### src/rtl/cst_pkg.sv
package cst_pkg;
  localparam int DATA_W  = 8;
  localparam int FRAME_W = 12;
  localparam int DIV_MID = 16;
  localparam int DIV_MAX = 64;
  localparam int CNT_W   = $clog2(DIV_MAX);
  localparam int BITS_W  = $clog2(FRAME_W + 1);

  typedef enum logic [1:0] {
    DIV_ONE  = 2'b00,
    DIV_SIXT = 2'b01,
    DIV_SIXF = 2'b10,
    DIV_MRST = 2'b11
  } div_sel_e;

  typedef struct packed {
    logic len8;
    logic par_en;
    logic par_odd;
    logic two_stop;
  } fmt_t;

  function automatic fmt_t decode_fmt(input logic [2:0] code);
    fmt_t f;
    f.len8     = code[2];
    f.par_en   = !(code[2] && !code[1]);
    f.par_odd  = code[0];
    f.two_stop = (code[2:1] == 2'b00) || (code == 3'b100);
    return f;
  endfunction
endpackage

### src/rtl/cst_ctrl_reg.sv
module cst_ctrl_reg
  import cst_pkg::*;
(
  input  logic       clk_i,
  input  logic       rst_ni,
  input  logic       we_i,
  input  logic [7:0] wdata_i,
  output logic       mrst_o,
  output div_sel_e   div_sel_o,
  output fmt_t       fmt_o,
  output logic       rts_no,
  output logic       tie_o
);
  logic [6:0] ctrl_q;
  logic       unused_rx_bit;

  assign unused_rx_bit = wdata_i[7];

  always_ff @(posedge clk_i or negedge rst_ni) begin
    if (!rst_ni)   ctrl_q <= 7'h03;
    else if (we_i) ctrl_q <= wdata_i[6:0];
  end

  assign div_sel_o = div_sel_e'(ctrl_q[1:0]);
  assign mrst_o    = (ctrl_q[1:0] == 2'b11);
  assign fmt_o     = decode_fmt(ctrl_q[4:2]);
  assign rts_no    = (ctrl_q[6:5] == 2'b10);
  assign tie_o     = (ctrl_q[6:5] == 2'b01);
endmodule

### src/rtl/cst_baud_gen.sv
module cst_baud_gen
  import cst_pkg::*;
(
  input  logic     clk_i,
  input  logic     rst_ni,
  input  logic     mrst_i,
  input  logic     load_i,
  input  logic     en_i,
  input  div_sel_e div_sel_i,
  output logic     tick_o
);
  localparam logic [CNT_W-1:0] LimMid = CNT_W'(DIV_MID - 1);
  localparam logic [CNT_W-1:0] LimMax = CNT_W'(DIV_MAX - 1);

  div_sel_e         div_q;
  logic [CNT_W-1:0] cnt_q;
  logic [CNT_W-1:0] lim;

  always_comb begin
    unique case (div_q)
      DIV_SIXT: lim = LimMid;
      DIV_SIXF: lim = LimMax;
      default:  lim = '0;
    endcase
  end

  assign tick_o = en_i && (cnt_q == lim);

  // divide is latched at frame start
  always_ff @(posedge clk_i or negedge rst_ni) begin
    if (!rst_ni) begin
      div_q <= DIV_ONE;
      cnt_q <= '0;
    end else if (mrst_i) begin
      cnt_q <= '0;
    end else if (load_i) begin
      div_q <= div_sel_i;
      cnt_q <= '0;
    end else if (tick_o) begin
      cnt_q <= '0;
    end else if (en_i) begin
      cnt_q <= cnt_q + 1'b1;
    end
  end
endmodule

### src/rtl/cst_shifter.sv
module cst_shifter
  import cst_pkg::*;
(
  input  logic              clk_i,
  input  logic              rst_ni,
  input  logic              mrst_i,
  input  logic              data_we_i,
  input  logic [DATA_W-1:0] data_i,
  input  fmt_t              fmt_i,
  input  logic              tick_i,
  output logic              load_o,
  output logic              busy_o,
  output logic              txd_o,
  output logic              tdre_o
);
  logic [DATA_W-1:0]  hold_q;
  logic               full_q;
  logic [FRAME_W-1:0] sh_q;
  logic [BITS_W-1:0]  left_q;
  logic               busy_q;
  logic [FRAME_W-1:0] frame_c;
  logic [BITS_W-1:0]  nbits_c;
  logic               pbit;
  logic               done;

  assign pbit = (fmt_i.len8 ? ^hold_q : ^hold_q[6:0]) ^ fmt_i.par_odd;

  always_comb begin
    if (!fmt_i.len8)       frame_c = {3'b111, pbit, hold_q[6:0], 1'b0};
    else if (fmt_i.par_en) frame_c = {2'b11, pbit, hold_q, 1'b0};
    else                   frame_c = {3'b111, hold_q, 1'b0};
    nbits_c = BITS_W'(1)
            + (fmt_i.len8 ? BITS_W'(8) : BITS_W'(7))
            + BITS_W'(fmt_i.par_en)
            + (fmt_i.two_stop ? BITS_W'(2) : BITS_W'(1));
  end

  assign done   = busy_q && tick_i && (left_q == BITS_W'(1));
  assign load_o = full_q && (!busy_q || done) && !mrst_i;

  always_ff @(posedge clk_i or negedge rst_ni) begin
    if (!rst_ni) begin
      hold_q <= '0;
      full_q <= 1'b0;
    end else if (mrst_i) begin
      full_q <= 1'b0;
    end else if (data_we_i) begin
      hold_q <= data_i;
      full_q <= 1'b1;
    end else if (load_o) begin
      full_q <= 1'b0;
    end
  end

  always_ff @(posedge clk_i or negedge rst_ni) begin
    if (!rst_ni) begin
      sh_q   <= '1;
      left_q <= '0;
      busy_q <= 1'b0;
    end else if (mrst_i) begin
      sh_q   <= '1;
      busy_q <= 1'b0;
    end else if (load_o) begin
      sh_q   <= frame_c;
      left_q <= nbits_c;
      busy_q <= 1'b1;
    end else if (busy_q && tick_i) begin
      sh_q   <= {1'b1, sh_q[FRAME_W-1:1]};
      left_q <= left_q - 1'b1;
      if (left_q == BITS_W'(1)) busy_q <= 1'b0;
    end
  end

  assign busy_o = busy_q;
  assign txd_o  = (busy_q && !mrst_i) ? sh_q[0] : 1'b1;
  assign tdre_o = mrst_i || !full_q;
endmodule

### src/rtl/cfg_serial_tx.sv
module cfg_serial_tx
  import cst_pkg::*;
(
  input  logic       clk_i,
  input  logic       rst_ni,
  input  logic       ctrl_we_i,
  input  logic [7:0] ctrl_wdata_i,
  input  logic       data_we_i,
  input  logic [7:0] data_wdata_i,
  output logic       txd_o,
  output logic       rts_no,
  output logic       tdre_o,
  output logic       irq_o
);
  logic     mrst;
  logic     tie;
  div_sel_e div_sel;
  fmt_t     fmt;
  logic     tick;
  logic     load;
  logic     busy;
  logic     tdre;

  cst_ctrl_reg u_ctrl (
    .clk_i    (clk_i),
    .rst_ni   (rst_ni),
    .we_i     (ctrl_we_i),
    .wdata_i  (ctrl_wdata_i),
    .mrst_o   (mrst),
    .div_sel_o(div_sel),
    .fmt_o    (fmt),
    .rts_no   (rts_no),
    .tie_o    (tie)
  );

  cst_baud_gen u_baud (
    .clk_i    (clk_i),
    .rst_ni   (rst_ni),
    .mrst_i   (mrst),
    .load_i   (load),
    .en_i     (busy),
    .div_sel_i(div_sel),
    .tick_o   (tick)
  );

  cst_shifter u_shift (
    .clk_i    (clk_i),
    .rst_ni   (rst_ni),
    .mrst_i   (mrst),
    .data_we_i(data_we_i),
    .data_i   (data_wdata_i),
    .fmt_i    (fmt),
    .tick_i   (tick),
    .load_o   (load),
    .busy_o   (busy),
    .txd_o    (txd_o),
    .tdre_o   (tdre)
  );

  assign tdre_o = tdre;
  assign irq_o  = tie && tdre && !mrst;
endmodule

### config.mk
export PLATFORM = sky130hd
export DESIGN_NAME = cfg_serial_tx
export DESIGN_NICKNAME = d
export VERILOG_FILES = /design/src/rtl/cst_pkg.sv /design/src/rtl/cst_ctrl_reg.sv /design/src/rtl/cst_baud_gen.sv /design/src/rtl/cst_shifter.sv /design/src/rtl/cfg_serial_tx.sv
export SDC_FILE = /design/constraint.sdc
export NUM_CORES = 1
export LEC_CHECK = 0
export ABC_CLOCK_PERIOD_IN_PS = 3200
export BUFFER_PORTS_ARGS = -buffer_cell sky130_fd_sc_hd__buf_4
export CAP_MARGIN = 20
export CORE_MARGIN = 3
export CORE_UTILIZATION = 42
export CTS_CLUSTER_DIAMETER = 40
export DETAILED_ROUTE_END_ITERATION = 16
export SYNTH_ARGS = -nofsm -noshare
export SYNTH_HDL_FRONTEND = slang
export SYNTH_HIERARCHICAL = 1
export SYNTH_SLANG_ARGS = --single-unit
### constraint.sdc
create_clock -name clk_i -period 3.2 [get_ports clk_i]
set_clock_uncertainty 0.15 [all_clocks]
set_input_delay 0.48 -clock clk_i [delete_from_list [all_inputs] [get_ports clk_i]]
set_output_delay 0.48 -clock clk_i [all_outputs]
set_load 0.005 [all_outputs]
=== Word-level counts from Yosys, hierarchy flattened ===
Cells that the tools add are included.

* Bits in registers: 41
* Bits of input ports: 20
* Output and inout bits: 4

* $add $sub $neg: 5
* Equality and inequality tests: 8
* Multiplexer cells: 23
* Bitwise logic cells: 2
* Reduce and logical (&&, ||, !) cells: 29

{| class="wikitable"
|+ Operator list
! kind !! count
|-
| 12-bit two-way mux || 3
|-
| 6-bit two-way mux || 4
|-
| 10-bit two-way mux || 2
|-
| 4-bit two-way mux || 3
|-
| 6-bit case mux with 2 select lines || 1
|-
| 1-bit logical AND || 9
|-
| 1-bit two-way mux || 9
|-
| 3-bit nonzero test || 3
|-
| 2-bit AND reduction || 4
|-
| 8-bit parity || 1
|-
| 7-bit parity || 1
|-
| 6-bit by 1-bit adder with 6-bit output, second input constant || 1
|-
| 2-bit == test, second input constant || 3
|-
| 6-bit == test || 1
|-
| 1-bit logical NOT || 5
|-
| 1-bit by 4-bit adder with 4-bit output, first input constant || 1
|-
| 4-bit by 1-bit adder with 4-bit output || 1
|-
| 4-bit adder || 1
|-
| 2-bit by 1-bit == test with 1-bit output, second input constant || 2
|-
| 4-bit by 1-bit == test with 1-bit output, second input constant || 1
|-
| 4-bit nonzero test || 1
|-
| 4-bit by 1-bit subtractor with 4-bit output, second input constant || 1
|-
| 3-bit == test, second input constant || 1
|-
| 1-bit logical OR || 3
|-
| other kinds (5) || 5
|}

=== Longest topological paths before layout ===
Gate-level depths: netlist of run 1.

* Depth after elaboration: 12
* Gate-level depth with buffers: 11

=== By module ===
The synthesis of run 1 kept the hierarchy.

{| class="wikitable"
|+ By module, submodules not included
! module !! instances !! cells an instance !! area an instance (µm²)
|-
| cst_shifter || 1 || 141 || 1477.7
|-
| cst_baud_gen || 1 || 58 || 554.3
|-
| cst_ctrl_reg || 1 || 24 || 354.1
|-
| cfg_serial_tx || 1 || 1 || 8.8
|}

=== Worst setup path before layout of run 1 ===
No wires, ideal clock.

* Path type: register -> register
* From: register u_baud.div_q[1]
* To: register u_baud.div_q[1]
* Library setup time: 0.125 ns
* Arrival time: 2.233 ns
* Data required time: 2.925 ns
* Path slack: 0.693 ns
* Cell stages (with the launch flop): 9
* Path buffers: 0
* Clock period less this slack: 2.507 ns
* Cell sequence: dfrtp_1 ha_1 nand4b_1 a2bb2oi_2 nor2_1 nand4bb_4 a21oi_4 nor2b_1 mux2_2

* Cells in the longest elaborated chain, start to end: 10

{| class="wikitable"
|+ RTL lines
! item !! line !! text
|-
| from (decl) || cst_baud_gen.sv:15 || <nowiki>div_sel_e div_q;</nowiki>
|-
| from (signal assigned) || cst_baud_gen.sv:37 || <nowiki>div_q <= div_sel_i;</nowiki>
|-
| 2-bit == test or 2-bit by 1-bit == test with 1-bit output (tied branches) || cst_baud_gen.sv:20 || <nowiki>unique case (div_q)</nowiki>
|-
| 6-bit case mux with 2 select lines (*) || cst_baud_gen.sv:20 ||
|-
| 6-bit == test (*) || cst_baud_gen.sv:27 || <nowiki>assign tick_o = en_i && (cnt_q == lim);</nowiki>
|-
| 1-bit logical AND (*) || cst_baud_gen.sv:27 ||
|-
| via tick || cfg_serial_tx.sv:19 || <nowiki>logic tick;</nowiki>
|-
| 1-bit logical AND (*) (2 in a row) || cst_shifter.sv:38 || <nowiki>assign done = busy_q && tick_i && (left_q == BITS_W'(1));</nowiki>
|-
| 1-bit logical OR (*) || cst_shifter.sv:39 || <nowiki>assign load_o = full_q && (!busy_q || done) && !mrst_i;</nowiki>
|-
| 1-bit logical AND (*) (2 in a row) || cst_shifter.sv:39 ||
|-
| via load || cfg_serial_tx.sv:20 || <nowiki>logic load;</nowiki>
|-
| 2-bit AND reduction (no source line) (*) || -- ||
|}

Mark *: on every way through the listed nets, which the timed path passes. The rest lies on a longest branch.
A chain may end at the register's enable or synchronous reset.

=== Final worst setup path of run 1 ===
* From: register u_baud.div_q[0]
* To: register u_baud.div_q[1]

The elaborated chain is that of the path after synthesis.

==> metrics.cfg, run 1 <==
[yosys]
seq_area_frac_synth = 0.414
syn-num-nets = 255
syn-mean-instance-area_um2 = 10.7
synth_area_um2 = 2390
ys_ff_latch = 39
synth.distinct_cells = 56
synth-main-ff-cell = dfrtp_1
ys_warn_count = 6
synth_cells = 224
synth_edf_count = 0
synthArstFlopShare = 1.00

[final_layout]
area_growth_pct = 11.8
nNetsFinal = 273
fillers = 481
regArea_um2 = 991
layout-drive-gt1-share = 0.284
multi_input_area_um2 = 1250
diodes = 0
design_area_um2 = 2680

[routing]
drt-pass1-iter-count = 4
postRouteAntennaNets = 0
drc = 0
routed_wl_mm = 4.28
avgViaCountPerCell = 5.03
num_vias = 1575
drt_iter0_markers = 54
wl_per_cell_um = 13.7

[clock_tree]
h-tree-depth = 2
cts_setup_buffers = 0
clk_latency_ps = 290
cts_tree = done
hold_buffers = 0
clk_pin_slew_ps = 80
clock_sinks = 39
numCtsBuffers = 5
cts_resized = 0
clockRootBuffer = clkbuf_8
clk_path_buf_depth = 2

[power]
cellPowerDensity_nw_per_um2 = 755
leakagePower_uw = 0.00122
ir_drop_uv = 343

[timing]
max_freq_ghz = 0.368
slew_headroom = 0.494
rsz0062_at_grt = no
holdWs_ps = -3.02
drv_slew = 0
min_period_ps = 2720
setup_viol = 0
fin_tns_setup_ps = 0
tightest_slew_ps = 757
finalHoldViolCount = 2
period_share = 0.850
worst_slack_ps = 481

[global_routing]
grt_max_degree = 40
antenna_found_initial = 0
grt_pass1_wl_mm = 7.36
track_usage = 0.146
grt_pass1_vias = 1576
overflow = 0

[job]
drv_cap = 0

[placement]
hpwl_mm = 3.08
pre_cts_ws_ps = 460
portBuffers = 22
place_area_um2 = 2560
gp_congestion = 0.827

[floorplan]
io_pins = 24
die_w_um = 81.5
start_util = 0.452
rows = 26
core_region_area_um2 = 5300
die_area_um2 = 6640
die_h_um = 81.5

[worst_setup_path]
critPathRequiredTime_ps = 3220
critPathMaxFanout = 11
crit_chain = inv_1, ha_1, nand4b_1, a2bb2oi_2, nor2_1, nand4bb_4, a21oi_4, nor2b_1, mux2_2
critical-path-top-delay-family = simple AND/OR/NAND/NOR gates
cp_slowest_stage_delay_ps = 350
worst_setup_path_start_kind = flip-flop
arrival_ps = 2740
criticalPathCategory = reg -> reg
slowest_stage = ha_1
cp-end-kind = flip-flop
path_buf_inv = 1

[min_path]
worst_hold_path_type = in -> async

[run_status]
outcome = complete, but fails checks
violations = hold timing

## area by class of cell
class | instances | area share
Timing Repair Buffer | 25 | 0.0701
Multi-Input combinational cell | 158 | 0.467
Clock buffer | 5 | 0.0257
Clock inverter | 3 | 0.0164
Inverter | 13 | 0.0182
Sequential cell | 39 | 0.370
Tap cell | 70 | 0.0327
## synthesized netlist by cell type, types with 2 or more instances
cell / number / share of area
ha_1: 10 / 0.052
dfrtp_1: 27 / 0.28
o21ai_1: 2 / 0.0042
and3_1: 9 / 0.024
xnor2_1: 10 / 0.037
o21bai_1: 8 / 0.025
xor2_1: 5 / 0.018
a21oi_1: 4 / 0.0084
o21ai_0: 2 / 0.0042
buf_6: 4 / 0.019
or3_1: 2 / 0.0052
mux2_1: 5 / 0.024
dfstp_2: 12 / 0.13
mux2i_1: 2 / 0.0084
nand2_1: 15 / 0.024
nor2b_1: 5 / 0.013
mux2_2: 5 / 0.024
nand3_1: 12 / 0.025
nor2_1: 19 / 0.030
buf_2: 3 / 0.0063
nor3_1: 2 / 0.0042
buf_4: 5 / 0.016
inv_1: 13 / 0.020
nand2b_1: 2 / 0.0052
nand2_2: 2 / 0.0052
mux2_4: 7 / 0.044
a21o_1: 3 / 0.0094
## sequential cells by signal (all words and copies together), names as in the netlist
signal,count
u_shift/sh_q,10
u_shift/hold_q,8
u_ctrl/ctrl_q,7
u_baud/cnt_q,6
u_shift/left_q,4
u_baud/div_q,2
u_shift/busy_o,1
u_shift/full_q,1
## power by group
group	switching (µW)	internal (µW)
clock network	178	232
registers	112	665
logic	416	418
total	707	1320
## worst reg2reg max path, stage by stage (launching register included)
cell and delay [ps]:
dfrtp_1 330, inv_1 50, ha_1 350, nand4b_1 220
a2bb2oi_2 180, nor2_1 220, nand4bb_4 160, a21oi_4 340
nor2b_1 260, mux2_2 350
## cells by family (layout without fill, tap and decap cells)
family	after synthesis	count (layout)	share of synthesized area
AO/OA/AOI/OAI	31	31	0.102
XOR/XNOR	16	16	0.0643
adder cells (fa/ha/maj)	11	11	0.0606
buffers and inverters	27	46	0.0643
flip-flops	39	39	0.414
multiplexers	19	19	0.0993
AND/OR/NAND/NOR	81	81	0.195
## layout by cell type, fill, tap and decap left out, types with 2 or more instances in the layout
cell / count
dfrtp_1: 27
buf_4: 25
nor2_1: 19
nand2_1: 15
inv_1: 13
nand3_1: 12
dfstp_2: 12
ha_1: 10
xnor2_1: 10
and3_1: 9
o21bai_1: 8
mux2_4: 7
clkbuf_8: 5
nor2b_1: 5
xor2_1: 5
mux2_2: 5
mux2_1: 5
a21oi_1: 4
a21o_1: 3
nor3_1: 2
nand2_2: 2
o21ai_0: 2
or3_1: 2
nand2b_1: 2
mux2i_1: 2
o21ai_1: 2
## per-stage QoR
stage / util / power, µW / cells
final: 0.505 / 2020 / 313
after global routing: 0.505 / 2190 / 313
after CTS: 0.505 / 2050 / 313
after detailed placement: 0.484 / 1630 / 305
after global placement: 0.484 / 1620 / 305
after floorplan: - / 1460 / 224
## routing by layer
| layer | GRT usage | wire, µm | up-vias |
|---|---|---|---|
| met1 | 0.198 | 2160 | 747 |
| met3 | 0.0362 | 138 | 2 |
| met5 | 0 | 0 | - |
| met2 | 0.226 | 1940 | 21 |
| li1 | - | - | 805 |
| met4 | 0.0507 | 38 | 0 |
## path summary, 6_finish.rpt
path                                   startpoint                 to  slack [ps]  cells after the start
worst max-delay path              u_baud/div_q[0]    u_baud/div_q[1]         480                      9
worst min-delay path                       rst_ni    u_baud/cnt_q[5]          -3                      1
worst min register to register  u_shift/hold_q[7]  u_shift/hold_q[7]         350                      1
worst max register to register    u_baud/div_q[0]    u_baud/div_q[1]         480                      9
max in group asynchronous                  rst_ni   u_ctrl/ctrl_q[0]        2530                      1
min in group clk_i                data_wdata_i[7]  u_shift/hold_q[7]         250                      2
(Power assumes the default switching activity.)
==> inputs of run 2 (changes only) <==
Settings changed: ABC_AREA set to 1, ABC_CLOCK_PERIOD_IN_PS 3200 to 2450.
Clock period 3.2 ns to 2.45 ns, I/O delays scaled along.
==> run 2 against run 1 <==
  * The run now ends clean
  * Count of clock-buffer cells in the layout rose by 2
  * Critical path depth rose by 2
  * Via count rose by 15%
  * Core utilization fell by 0.30 points
  * Cell area fell by 1.8%
  * Cell count rose by 24%
  * Area after synthesis fell by 3.1%
  * Die area fell by 2.9%
  * Routed wire length rose by 3.5%
  * First-iteration DRC count rose by 91%
  * Flip-flop and latch count did not move
  * Critical path type unchanged
  * Highest routed layer unchanged
==> metrics.cfg, run 2 <==
[worst_setup_path]
criticalPathCategory = reg -> reg
critPathRequiredTime_ps = 2460
critPathMaxFanout = 5
worst_setup_path_start_kind = flip-flop
cp-end-kind = flip-flop
arrival_ps = 2260

[yosys]
synth.distinct_cells = 32
synth_edf_count = 0
synth_area_um2 = 2320
netlist_top_cells_area = dfrtp_1 29%, nand2_1 15%, dfstp_2 14%
synth_cells = 289
seq_area_frac_synth = 0.427
ys_warn_count = 6
syn-mean-instance-area_um2 = 8.03
synth-main-ff-cell = dfrtp_1
ys_ff_latch = 39
synth_common_cells = 90 x nand2_1, 37 x inv_1, 27 x dfrtp_1, 27 x nor2_1, 19 x nand3_1
syn-num-nets = 320
yosys.area.top_type = dfrtp_1
yosysTopAreaCellShare = 0.291
synthMostInstantiatedCell = nand2_1
synthArstFlopShare = 1.00

[routing]
postRouteAntennaNets = 0
avgViaCountPerCell = 4.68
drt_iter0_markers = 103
num_vias = 1812
drc = 0
drt-pass1-iter-count = 4
routed_wl_mm = 4.44
wl_per_cell_um = 11.5

[power]
fin_total_pwr_uw = 2450
intPower_uw = 1490
pwr-share-seq = 0.420
ir_drop_uv = 378
comb_power_share = 0.409
p_switching_uw = 953
swShare = 0.390
pwr-share-clk = 0.171
leakagePower_uw = 0.00137
cellPowerDensity_nw_per_um2 = 931

[timing]
worst_slack_ps = 199
max_freq_ghz = 0.444
rsz0062_at_grt = no
tightest_slew_ps = 499
period_share = 0.919
slew_headroom = 0.667
setup_viol = 0
min_period_ps = 2250
finalHoldViolCount = 0
fin_tns_setup_ps = 0
drv_slew = 0

[placement]
portBuffers = 22
hpwl_mm = 3.25
pre_cts_ws_ps = 193
gp_congestion = 0.808

[clock_tree]
clk_path_buf_depth = 2
cts_tree = done
clk_pin_slew_ps = 70
h-tree-depth = 2
clock_sinks = 39
numCtsBuffers = 5
cts_setup_buffers = 0
clk_latency_ps = 290
clockRootBuffer = clkbuf_8

[job]
drv_cap = 0

[floorplan]
start_util = 0.443
die_area_um2 = 6450
core_region_area_um2 = 5240
io_pins = 24
rows = 26
die_w_um = 80.3
die_h_um = 80.3

[final_layout]
layout-drive-gt1-share = 0.215
final_cell_mix = 88 x nand2_1, 37 x inv_1, 27 x buf_4, 27 x nor2_1, 27 x dfrtp_1
diodes = 0
reg_top3 = u_shift/sh_q: 10 flops, u_shift/hold_q: 8 flops, u_ctrl/ctrl_q: 7 flops
area_growth_pct = 13.3
largest_register_ffs = 10
regMostFlops = u_shift/sh_q
final_common_cell = nand2_1
nNetsFinal = 347

[global_routing]
antenna_found_initial = 0
track_usage = 0.159
grt_pass1_wl_mm = 8.08
overflow = 0
grt_max_degree = 40
grt_pass1_vias = 1781

[min_path]
worst_hold_path_type = in -> reg

[run_status]
outcome = finished clean

run 2: cell types whose count changed after synthesis, moves of 4 or more:
cell / delta
xnor2_1: -9
and3_1: -9
o22ai_1: +6
mux2_1: -5
nor2b_1: -5
a21oi_1: +5
nor2_1: +8
mux2_4: -7
nand2_1: +75
o21bai_1: -8
o21ai_1: +4
nand3_1: +7
inv_1: +24
run 2: repair_timing:
item                                   in CTS  in global routing
hold buffers                                1                  0
resized for setup                           0                  2
endpoints found under the hold margin      27                  0
setup endpoints to repair                   0                  5
run 2: power groups by stage:
| stage | sequential (µW) | clock, µW | combinational [µW] |
|---|---|---|---|
| 2_1_floorplan | 1000 | 0 | 838 |
| 3_3_place_gp | 1040 | 0 | 978 |
| 3_5_place_dp | 1030 | 0 | 1000 |
| 4_1_cts | 1030 | 437 | 1010 |
| 5_1_grt | 1050 | 465 | 1170 |
| 6_report | 1030 | 417 | 1000 |
run 2: area by class of cell:
type	instances	area, µm²
Fill cell	529	2610
Tap cell	70	87.6
Inverter	41	156
Sequential cell	39	991
Clock inverter	1	5.00
Timing Repair Buffer	28	213
Multi-Input combinational cell	201	1100
Clock buffer	7	76.3
run 2: final timing paths:
check / slack [ps] / depth (start not counted) / to / startpoint
max: 200 / 11 / u_shift/left_q[3] / u_ctrl/ctrl_q[2]
min: 130 / 3 / u_ctrl/ctrl_q[3] / ctrl_wdata_i[3]
max reg2reg: 200 / 11 / u_shift/left_q[3] / u_ctrl/ctrl_q[2]
min reg2reg: 320 / 2 / u_shift/sh_q[8] / u_shift/sh_q[8]
max in group asynchronous: 1330 / 2 / u_shift/sh_q[5] / rst_ni
min in group asynchronous: 440 / 2 / u_ctrl/ctrl_q[6] / rst_ni
run 2: critical path, cell delays in order (launching register included):
cell and delay, ps:
dfrtp_1 440, a21oi_1 280, inv_1 110, ha_1 340, inv_1 50, ha_1 280, nand3_1 100, nand2_1 60
nand2_1 50, nand3_1 80, o211ai_1 80, o21ai_0 100
run 2: metrics by stage:
stage          utilization  area (µm²)  instances  hold slack [ps]
2_1_floorplan            -        2320        289            -78.1
3_3_place_gp         0.484        2530        378              229
3_5_place_dp         0.484        2530        378              228
4_1_cts              0.501        2620        387              120
5_1_grt              0.502        2630        387              122
6_report             0.502        2630        387              129
run 2: cell families (layout without fill, tap and decap cells):
kind of cell,Yosys count,after routing,synth area share
simple gates,148,148,0.285
buf+inv,49,77,0.101
flops,39,39,0.427
fa+ha+maj,11,11,0.0626
compound gates,32,32,0.0825
xor+xnor,6,6,0.0227
mux,4,4,0.0194
run 2: layer usage:
| layer | up-vias | routed length, µm | global-route usage |
|---|---|---|---|
| met5 | - | 0 | 0 |
| met4 | 0 | 54 | 0.0524 |
| met3 | 5 | 121 | 0.0325 |
| met2 | 16 | 2000 | 0.248 |
| met1 | 824 | 2260 | 0.220 |
| li1 | 967 | - | - |
